==> src/rtl/nsg_pkg.sv <==
package nsg_pkg;

  typedef enum logic [1:0] {
    OP_CMD   = 2'd0,
    OP_ADDR  = 2'd1,
    OP_WRITE = 2'd2,
    OP_READ  = 2'd3
  } nsg_op_e;

  typedef enum logic [2:0] {
    PH_IDLE  = 3'd0,
    PH_GAP   = 3'd1,
    PH_SETUP = 3'd2,
    PH_PULSE = 3'd3,
    PH_HOLD  = 3'd4
  } nsg_phase_e;

  // a - b, floored at zero
  function automatic int unsigned sat_sub(int unsigned a, int unsigned b);
    return (a > b) ? (a - b) : 0;
  endfunction

  // strobe low time never shorter than one cycle
  function automatic int unsigned pulse_len(int unsigned p);
    return (p == 0) ? 1 : p;
  endfunction

  // remainder of the strobe cycle after setup and pulse
  function automatic int unsigned hold_len(int unsigned s, int unsigned p, int unsigned c);
    return sat_sub(c, s + pulse_len(p));
  endfunction

  // idle wait inserted before an op, depending on the op accepted before it
  function automatic int unsigned gap_len(nsg_op_e op, nsg_op_e prev,
                                          int unsigned a2d, int unsigned a2r, int unsigned c2r,
                                          int unsigned ws, int unsigned wp, int unsigned rs);
    if (op == OP_WRITE && prev == OP_ADDR) return sat_sub(a2d, ws + pulse_len(wp));
    if (op == OP_READ  && prev == OP_ADDR) return sat_sub(a2r, rs);
    if (op == OP_READ  && prev == OP_CMD)  return sat_sub(c2r, rs);
    return 0;
  endfunction

endpackage

==> src/rtl/nsg_cfg_store.sv <==
module nsg_cfg_store #(
  parameter int unsigned TW = 6,
  parameter int unsigned NF = 9
) (
  input  logic                   clk,
  input  logic                   rst_n,
  input  logic                   load_i,
  input  logic                   allow_i,
  input  logic [NF-1:0][TW-1:0]  fld_i,
  output logic [NF-1:0][TW-1:0]  fld_o,
  output logic                   valid_o
);

  logic take_w;
  assign take_w = load_i & allow_i;

  for (genvar gi = 0; gi < NF; gi++) begin : g_fld
    logic [TW-1:0] r_q;
    always_ff @(posedge clk or negedge rst_n) begin
      if (!rst_n)      r_q <= '0;
      else if (take_w) r_q <= fld_i[gi];
    end
    assign fld_o[gi] = r_q;
  end

  always_ff @(posedge clk or negedge rst_n) begin
    if (!rst_n)      valid_o <= 1'b0;
    else if (take_w) valid_o <= 1'b1;
  end

endmodule

==> src/rtl/nsg_phase_seq.sv <==
module nsg_phase_seq
  import nsg_pkg::*;
#(
  parameter int unsigned LW = 8
) (
  input  logic          clk,
  input  logic          rst_n,
  input  logic          start_i,
  input  logic [LW-1:0] gap_i,
  input  logic [LW-1:0] setup_i,
  input  logic [LW-1:0] pulse_i,
  input  logic [LW-1:0] hold_i,
  output nsg_phase_e    phase_o,
  output logic          step_end_o,
  output logic          finish_o
);

  localparam logic [LW-1:0] ONE = LW'(1);

  nsg_phase_e    ph_q, ph_first, ph_next;
  logic [LW-1:0] cnt_q, setup_q, pulse_q, hold_q;
  logic [LW-1:0] first_len, next_len;

  // first phase with a non-zero length; pulse is never zero
  always_comb begin
    if (gap_i != '0) begin
      ph_first = PH_GAP;   first_len = gap_i;
    end else if (setup_i != '0) begin
      ph_first = PH_SETUP; first_len = setup_i;
    end else begin
      ph_first = PH_PULSE; first_len = pulse_i;
    end
  end

  always_comb begin
    ph_next  = PH_IDLE;
    next_len = '0;
    case (ph_q)
      PH_GAP: begin
        if (setup_q != '0) begin ph_next = PH_SETUP; next_len = setup_q; end
        else               begin ph_next = PH_PULSE; next_len = pulse_q; end
      end
      PH_SETUP: begin ph_next = PH_PULSE; next_len = pulse_q; end
      PH_PULSE: if (hold_q != '0) begin ph_next = PH_HOLD; next_len = hold_q; end
      default: ;
    endcase
  end

  assign step_end_o = (ph_q != PH_IDLE) && (cnt_q == '0);
  assign finish_o   = step_end_o && (ph_next == PH_IDLE);
  assign phase_o    = ph_q;

  always_ff @(posedge clk or negedge rst_n) begin
    if (!rst_n) begin
      ph_q    <= PH_IDLE;
      cnt_q   <= '0;
      setup_q <= '0;
      pulse_q <= '0;
      hold_q  <= '0;
    end else if (start_i) begin
      ph_q    <= ph_first;
      cnt_q   <= first_len - ONE;
      setup_q <= setup_i;
      pulse_q <= pulse_i;
      hold_q  <= hold_i;
    end else if (step_end_o) begin
      ph_q  <= ph_next;
      cnt_q <= (ph_next == PH_IDLE) ? '0 : (next_len - ONE);
    end else if (ph_q != PH_IDLE) begin
      cnt_q <= cnt_q - ONE;
    end
  end

endmodule

==> src/rtl/nand_strobe_gen.sv <==
module nand_strobe_gen
  import nsg_pkg::*;
#(
  parameter int unsigned TW = 6,
  parameter int unsigned DW = 8
) (
  input  logic          clk,
  input  logic          rst_n,
  input  logic          cfg_load,
  input  logic [TW-1:0] cfg_we_setup,
  input  logic [TW-1:0] cfg_we_pulse,
  input  logic [TW-1:0] cfg_we_cycle,
  input  logic [TW-1:0] cfg_re_setup,
  input  logic [TW-1:0] cfg_re_pulse,
  input  logic [TW-1:0] cfg_re_cycle,
  input  logic [TW-1:0] cfg_addr_to_data,
  input  logic [TW-1:0] cfg_ale_to_re,
  input  logic [TW-1:0] cfg_cle_to_re,
  input  logic          req_valid,
  input  logic [1:0]    req_op,
  input  logic [DW-1:0] req_wdata,
  output logic          req_ready,
  output logic          done,
  output logic [DW-1:0] rdata,
  output logic          nand_cle,
  output logic          nand_ale,
  output logic          nand_we_n,
  output logic          nand_re_n,
  output logic [DW-1:0] nand_dq_out,
  output logic          nand_dq_oe,
  input  logic [DW-1:0] nand_dq_in
);

  localparam int unsigned LW = TW + 2;
  localparam int unsigned NF = 9;
  localparam int unsigned F_WS = 0, F_WP = 1, F_WC = 2;
  localparam int unsigned F_RS = 3, F_RP = 4, F_RC = 5;
  localparam int unsigned F_A2D = 6, F_A2R = 7, F_C2R = 8;

  logic [NF-1:0][TW-1:0] cfg_in, cfg_q;
  logic                  cfg_ok;
  nsg_phase_e            phase_w;
  logic                  idle_w, accept_w, step_end_w, finish_w, rd_cap_w, strobe_ph_w;
  nsg_op_e               op_q, new_op;
  logic [DW-1:0]         wdata_q;
  logic [LW-1:0]         len_gap, len_setup, len_pulse, len_hold;
  int unsigned           s_sel, p_sel, c_sel;

  assign cfg_in = {cfg_cle_to_re, cfg_ale_to_re, cfg_addr_to_data,
                   cfg_re_cycle, cfg_re_pulse, cfg_re_setup,
                   cfg_we_cycle, cfg_we_pulse, cfg_we_setup};

  nsg_cfg_store #(.TW(TW), .NF(NF)) u_cfg (
    .clk     (clk),
    .rst_n   (rst_n),
    .load_i  (cfg_load),
    .allow_i (idle_w),
    .fld_i   (cfg_in),
    .fld_o   (cfg_q),
    .valid_o (cfg_ok)
  );

  assign idle_w    = (phase_w == PH_IDLE);
  assign req_ready = idle_w & cfg_ok;
  assign accept_w  = req_valid & req_ready;
  assign new_op    = nsg_op_e'(req_op);

  // phase lengths for the incoming request
  always_comb begin
    if (new_op == OP_READ) begin
      s_sel = 32'(cfg_q[F_RS]); p_sel = 32'(cfg_q[F_RP]); c_sel = 32'(cfg_q[F_RC]);
    end else begin
      s_sel = 32'(cfg_q[F_WS]); p_sel = 32'(cfg_q[F_WP]); c_sel = 32'(cfg_q[F_WC]);
    end
    len_setup = LW'(s_sel);
    len_pulse = LW'(pulse_len(p_sel));
    len_hold  = LW'(hold_len(s_sel, p_sel, c_sel));
    len_gap   = LW'(gap_len(new_op, op_q,
                            32'(cfg_q[F_A2D]), 32'(cfg_q[F_A2R]), 32'(cfg_q[F_C2R]),
                            32'(cfg_q[F_WS]), 32'(cfg_q[F_WP]), 32'(cfg_q[F_RS])));
  end

  nsg_phase_seq #(.LW(LW)) u_seq (
    .clk        (clk),
    .rst_n      (rst_n),
    .start_i    (accept_w),
    .gap_i      (len_gap),
    .setup_i    (len_setup),
    .pulse_i    (len_pulse),
    .hold_i     (len_hold),
    .phase_o    (phase_w),
    .step_end_o (step_end_w),
    .finish_o   (finish_w)
  );

  // op_q also serves as "previous op" for the next gap decision
  always_ff @(posedge clk or negedge rst_n) begin
    if (!rst_n) begin
      op_q    <= OP_READ;
      wdata_q <= '0;
    end else if (accept_w) begin
      op_q    <= new_op;
      wdata_q <= req_wdata;
    end
  end

  assign rd_cap_w = (phase_w == PH_PULSE) && step_end_w && (op_q == OP_READ);

  always_ff @(posedge clk or negedge rst_n) begin
    if (!rst_n) begin
      rdata <= '0;
      done  <= 1'b0;
    end else begin
      done <= finish_w;
      if (rd_cap_w) rdata <= nand_dq_in;
    end
  end

  assign strobe_ph_w = (phase_w == PH_SETUP) || (phase_w == PH_PULSE) || (phase_w == PH_HOLD);
  assign nand_cle    = strobe_ph_w && (op_q == OP_CMD);
  assign nand_ale    = strobe_ph_w && (op_q == OP_ADDR);
  assign nand_dq_oe  = strobe_ph_w && (op_q != OP_READ);
  assign nand_dq_out = wdata_q;
  assign nand_we_n   = !((phase_w == PH_PULSE) && (op_q != OP_READ));
  assign nand_re_n   = !((phase_w == PH_PULSE) && (op_q == OP_READ));

endmodule

==> config.mk <==
export PLATFORM = sky130hd
export DESIGN_NAME = nand_strobe_gen
export DESIGN_NICKNAME = d
export VERILOG_FILES = /design/src/rtl/nsg_pkg.sv /design/src/rtl/nsg_cfg_store.sv /design/src/rtl/nsg_phase_seq.sv /design/src/rtl/nand_strobe_gen.sv
export SDC_FILE = /design/constraint.sdc
export NUM_CORES = 1
export LEC_CHECK = 0
export BUFFER_PORTS_ARGS = -buffer_cell sky130_fd_sc_hd__buf_2
export CAP_MARGIN = 20
export CORE_MARGIN = 10
export CORE_UTILIZATION = 25
export DETAILED_ROUTE_END_ITERATION = 12
export GPL_ROUTABILITY_DRIVEN = 0
export PLACE_DENSITY = 0.39
export SLEW_MARGIN = 20
export SYNTH_ARGS = -nofsm -noshare
export SYNTH_HDL_FRONTEND = slang
export SYNTH_SLANG_ARGS = --single-unit
==> constraint.sdc <==
create_clock -name clk -period 4.6 [get_ports clk]
set_input_delay 0.23 -clock clk [delete_from_list [all_inputs] [get_ports clk]]
set_output_delay 0.23 -clock clk [all_outputs]
set_load 0.01 [all_outputs]
==> reports/metrics.cfg <==
[sta]
finalCritPeriodShare_pct = 93.0
drv_slew = 0
finalHoldViolCount = 0
holdWs_ns = 0.0472
finalSetupViolCount = 0
fin_skew_ns = 0.0116
tns_ns = 0
max-slew-margin-rel_pct = 40.5
fmax_mhz = 234
worstMarginPinSlew_ns = 0.883
setup_slack_ns = 0.323
min_period_ns = 4.28

[logic_synthesis]
synthesis.area_um2 = 6690
async_flop_share_pct = 100
synthFlopType = dfrtp_1
synth_edf_count = 0
synth_warnings = 0
yosysSeqAreaShare_pct = 39.3
avgSynthCellArea_um2 = 9.36
syn_inst = 714
yosysUniqueCellTypes = 68
ys_ff_latch = 105
synth_fp_nets = 835

[critical_path]
critPathRequiredTime_ns = 4.83
r2r-end = u_seq.cnt_q[1]$_DFFE_PN0P_
rr_worst_depth = 21
cp.arrival_ns = 4.51
crit_path_start_kind = register
crit_path_start = u_cfg.g_fld[1].r_q[4]$_DFFE_PN0P_
crit_path_end_kind = register
cp-endpoint = u_seq.cnt_q[1]$_DFFE_PN0P_
reg2reg_slack_ns = 0.32
r2r_start = u_cfg.g_fld[1].r_q[4]$_DFFE_PN0P_
crit_type = reg -> reg
worstPathMaxFanout = 5

[run_status]
status = finished clean

[detailed_routing]
routed_wl_um = 20600
drtIter0Drc = 250
drt.antenna.violating_nets = 0
drt_pass1_iterations = 5
remaining_drc_errors = 0
wl_per_cell_um = 17.7
viasPerCell = 4.74
vias = 5518

[clock_tree]
cts_buffer_depth = 2
cts_sinks = 105
clkLatencyLatePin_ns = 0.37
cts_buffers = 9
htreeDepth = 3
clk_pin_slew_ns = 0.09
cts_tree = yes
cts-root-buf = clkbuf_16

[floorplanning]
core_um2 = 26200
std_cell_rows = 59
start_util_pct = 25.5
die_h_um = 184
io_pins = 99
dieArea_um2 = 33700
die_w_um = 184

[placed_design]
pre_cts_ws_ns = 0.0653
dp.cells = 1139
port_buffers = 98
postPlaceCellArea_um2 = 7620
hpwl_um = 16300

[pwr]
powerDensity_nw_per_um2 = 236
ir_drop_uv = 142
leakagePower_nw = 4.02
sw_frac_of_total_pct = 24.9
clkPwrFrac_pct = 44.6
power.share.sequential_pct = 48.9
p_switching_mw = 0.472
finalPower_mw = 1.90
pwr-share-comb_pct = 6.6
p_int_mw = 1.43

[grt]
grt_usage_pct = 12.4
grt_pass1_wl_um = 33100
grt.overflow.total = 0
antenna_found_initial = 0
grt_pass1_vias = 5802
grt_max_degree = 61

[layout]
drive_gt1_share_pct = 26.2
syn2layout_area_growth_pct = 20.4
post-route-util_pct = 30.7
nFillCells = 2805
postLayoutCellArea_um2 = 8050
fin_cells = 1163
nets = 944
diodes = 0
ff_latch_area_um2 = 2630
multi_input_area_um2 = 3850

[flow_run]
drv_cap = 0

[min_path]
hp-class = in -> reg

[what timing repair did]
| item | CTS | global route |
|---|---|---|
| hold buffers | 1 | 0 |
| buffers inserted | 0 | 7 |
| endpoints found under the hold margin | 2 | 0 |
| endpoints found under the setup margin | 0 | 6 |
| resized for setup | 0 | 13 |
[Yosys cell counts, types with 7 or more instances]
| cell | count | share of area (%) |
|---|---|---|
| ha_1 | 39 | 7.3 |
| inv_1 | 41 | 2.3 |
| nor3_1 | 16 | 1.2 |
| and2_1 | 7 | 0.65 |
| dfrtp_1 | 103 | 39 |
| buf_2 | 7 | 0.52 |
| mux2_2 | 56 | 9.4 |
| a21oi_1 | 35 | 2.6 |
| a31oi_1 | 7 | 0.65 |
| nor2b_1 | 11 | 1.0 |
| xor2_1 | 12 | 1.6 |
| clkbuf_1 | 17 | 0.95 |
| xnor2_1 | 15 | 2.0 |
| nor2_1 | 47 | 2.6 |
| mux2i_1 | 11 | 1.6 |
| a21o_1 | 13 | 1.5 |
| nand2_1 | 103 | 5.8 |
| nand4_1 | 7 | 0.65 |
| nand3_1 | 18 | 1.3 |
| o21ai_0 | 42 | 3.1 |
[how the worst min path moves through the flow]
stage                  from                                 to  slack [ns]  cells past startpoint
3_5_place_dp          rst_n  u_cfg.g_fld[2].r_q[0]$_DFFE_PN0P_        0.03                      1
5_1_grt        req_wdata[1]         nand_dq_out[1]$_DFFE_PN0P_        0.05                      3
6_report       req_wdata[1]         nand_dq_out[1]$_DFFE_PN0P_        0.05                      3
3_3_place_gp          rst_n  u_cfg.g_fld[2].r_q[0]$_DFFE_PN0P_        0.03                      1
2_1_floorplan         rst_n                     done$_DFF_PN0_       -0.07                      0
4_1_cts        req_wdata[1]         nand_dq_out[1]$_DFFE_PN0P_        0.04                      3
[flip-flops by register name, indices dropped and copies added (netlist names)]
register,cells
u_cfg.g_fld.r_q,54
nand_dq_out,8
rdata,8
u_seq.cnt_q,8
u_seq.hold_q,8
u_seq.pulse_q,6
u_seq.setup_q,6
u_seq.phase_o,3
op_q,2
done,1
u_cfg.valid_o,1
[critical path, cell delays in order, from the launching register on]
cell and delay, ns:
dfrtp_1 0.39, nor3_1 0.07, a21o_1 0.18, ha_2 0.19, fa_2 0.38, a21oi_1 0.14, nor2_1 0.07, nor2_1 0.11
xor2_1 0.17, ha_1 0.30, o21a_1 0.13, o31a_1 0.11, nand2b_4 0.15, and3_4 0.16, a222oi_1 0.44, nand2_1 0.19
nor3_4 0.24, a21boi_1 0.10, ha_2 0.32, nor2_1 0.05, nor3_1 0.18, a21oi_1 0.09
[logic make-up (layout without fill, tap and decap cells)]
logic type | Yosys count | in the layout | synth area share [%]
fa+ha+maj | 45 | 45 | 9.09
simple gates | 247 | 247 | 17.6
compound gates | 157 | 157 | 15.5
xor+xnor | 27 | 27 | 3.54
buf+inv | 66 | 180 | 3.84
mux | 67 | 67 | 11.1
flops | 105 | 105 | 39.3
[final cells by class]
| class | count | share of cell area, % |
|---|---|---|
| Multi-Input combinational cell | 543 | 47.8 |
| Sequential cell | 105 | 32.7 |
| Timing Repair Buffer | 123 | 8.48 |
| Tap cell | 335 | 5.21 |
| Clock buffer | 10 | 2.97 |
| Inverter | 41 | 1.91 |
| Clock inverter | 6 | 0.932 |
[cell usage in the layout, fill, tap and decap left out, types with 12 or more instances in the layout]
cell type	n
nand2_1	103
dfrtp_1	102
buf_2	97
mux2_2	56
nor2_1	47
o21ai_0	42
inv_1	41
ha_1	37
a21oi_1	34
buf_4	25
nand3_1	18
nor3_1	16
xnor2_1	15
a21o_1	13
xor2_1	12
[per-layer routing]
| layer | part of all wire, % | wire length, um | track usage (%) | vias up |
|---|---|---|---|---|
| met1 | 50 | 10300 | 17.3 | 2653 |
| met3 | 4.0 | 814 | 2.39 | 11 |
| met2 | 45 | 9280 | 19.3 | 102 |
| li1 | - | - | - | 2752 |
| met4 | 0.88 | 182 | 3.05 | 0 |
| met5 | 0 | 0 | 0 | - |
[power groups by stage]
stage               Combinational (mW)  Clock (mW)  Sequential, mW
floorplan                       0.0457           0           0.948
finish                           0.125       0.845           0.927
detailed placement               0.127           0           0.946
global placement                 0.128           0           0.945
global route                     0.142       0.915           0.928
CTS                              0.129       0.881           0.927
Power figures use the tool's default switching activity.
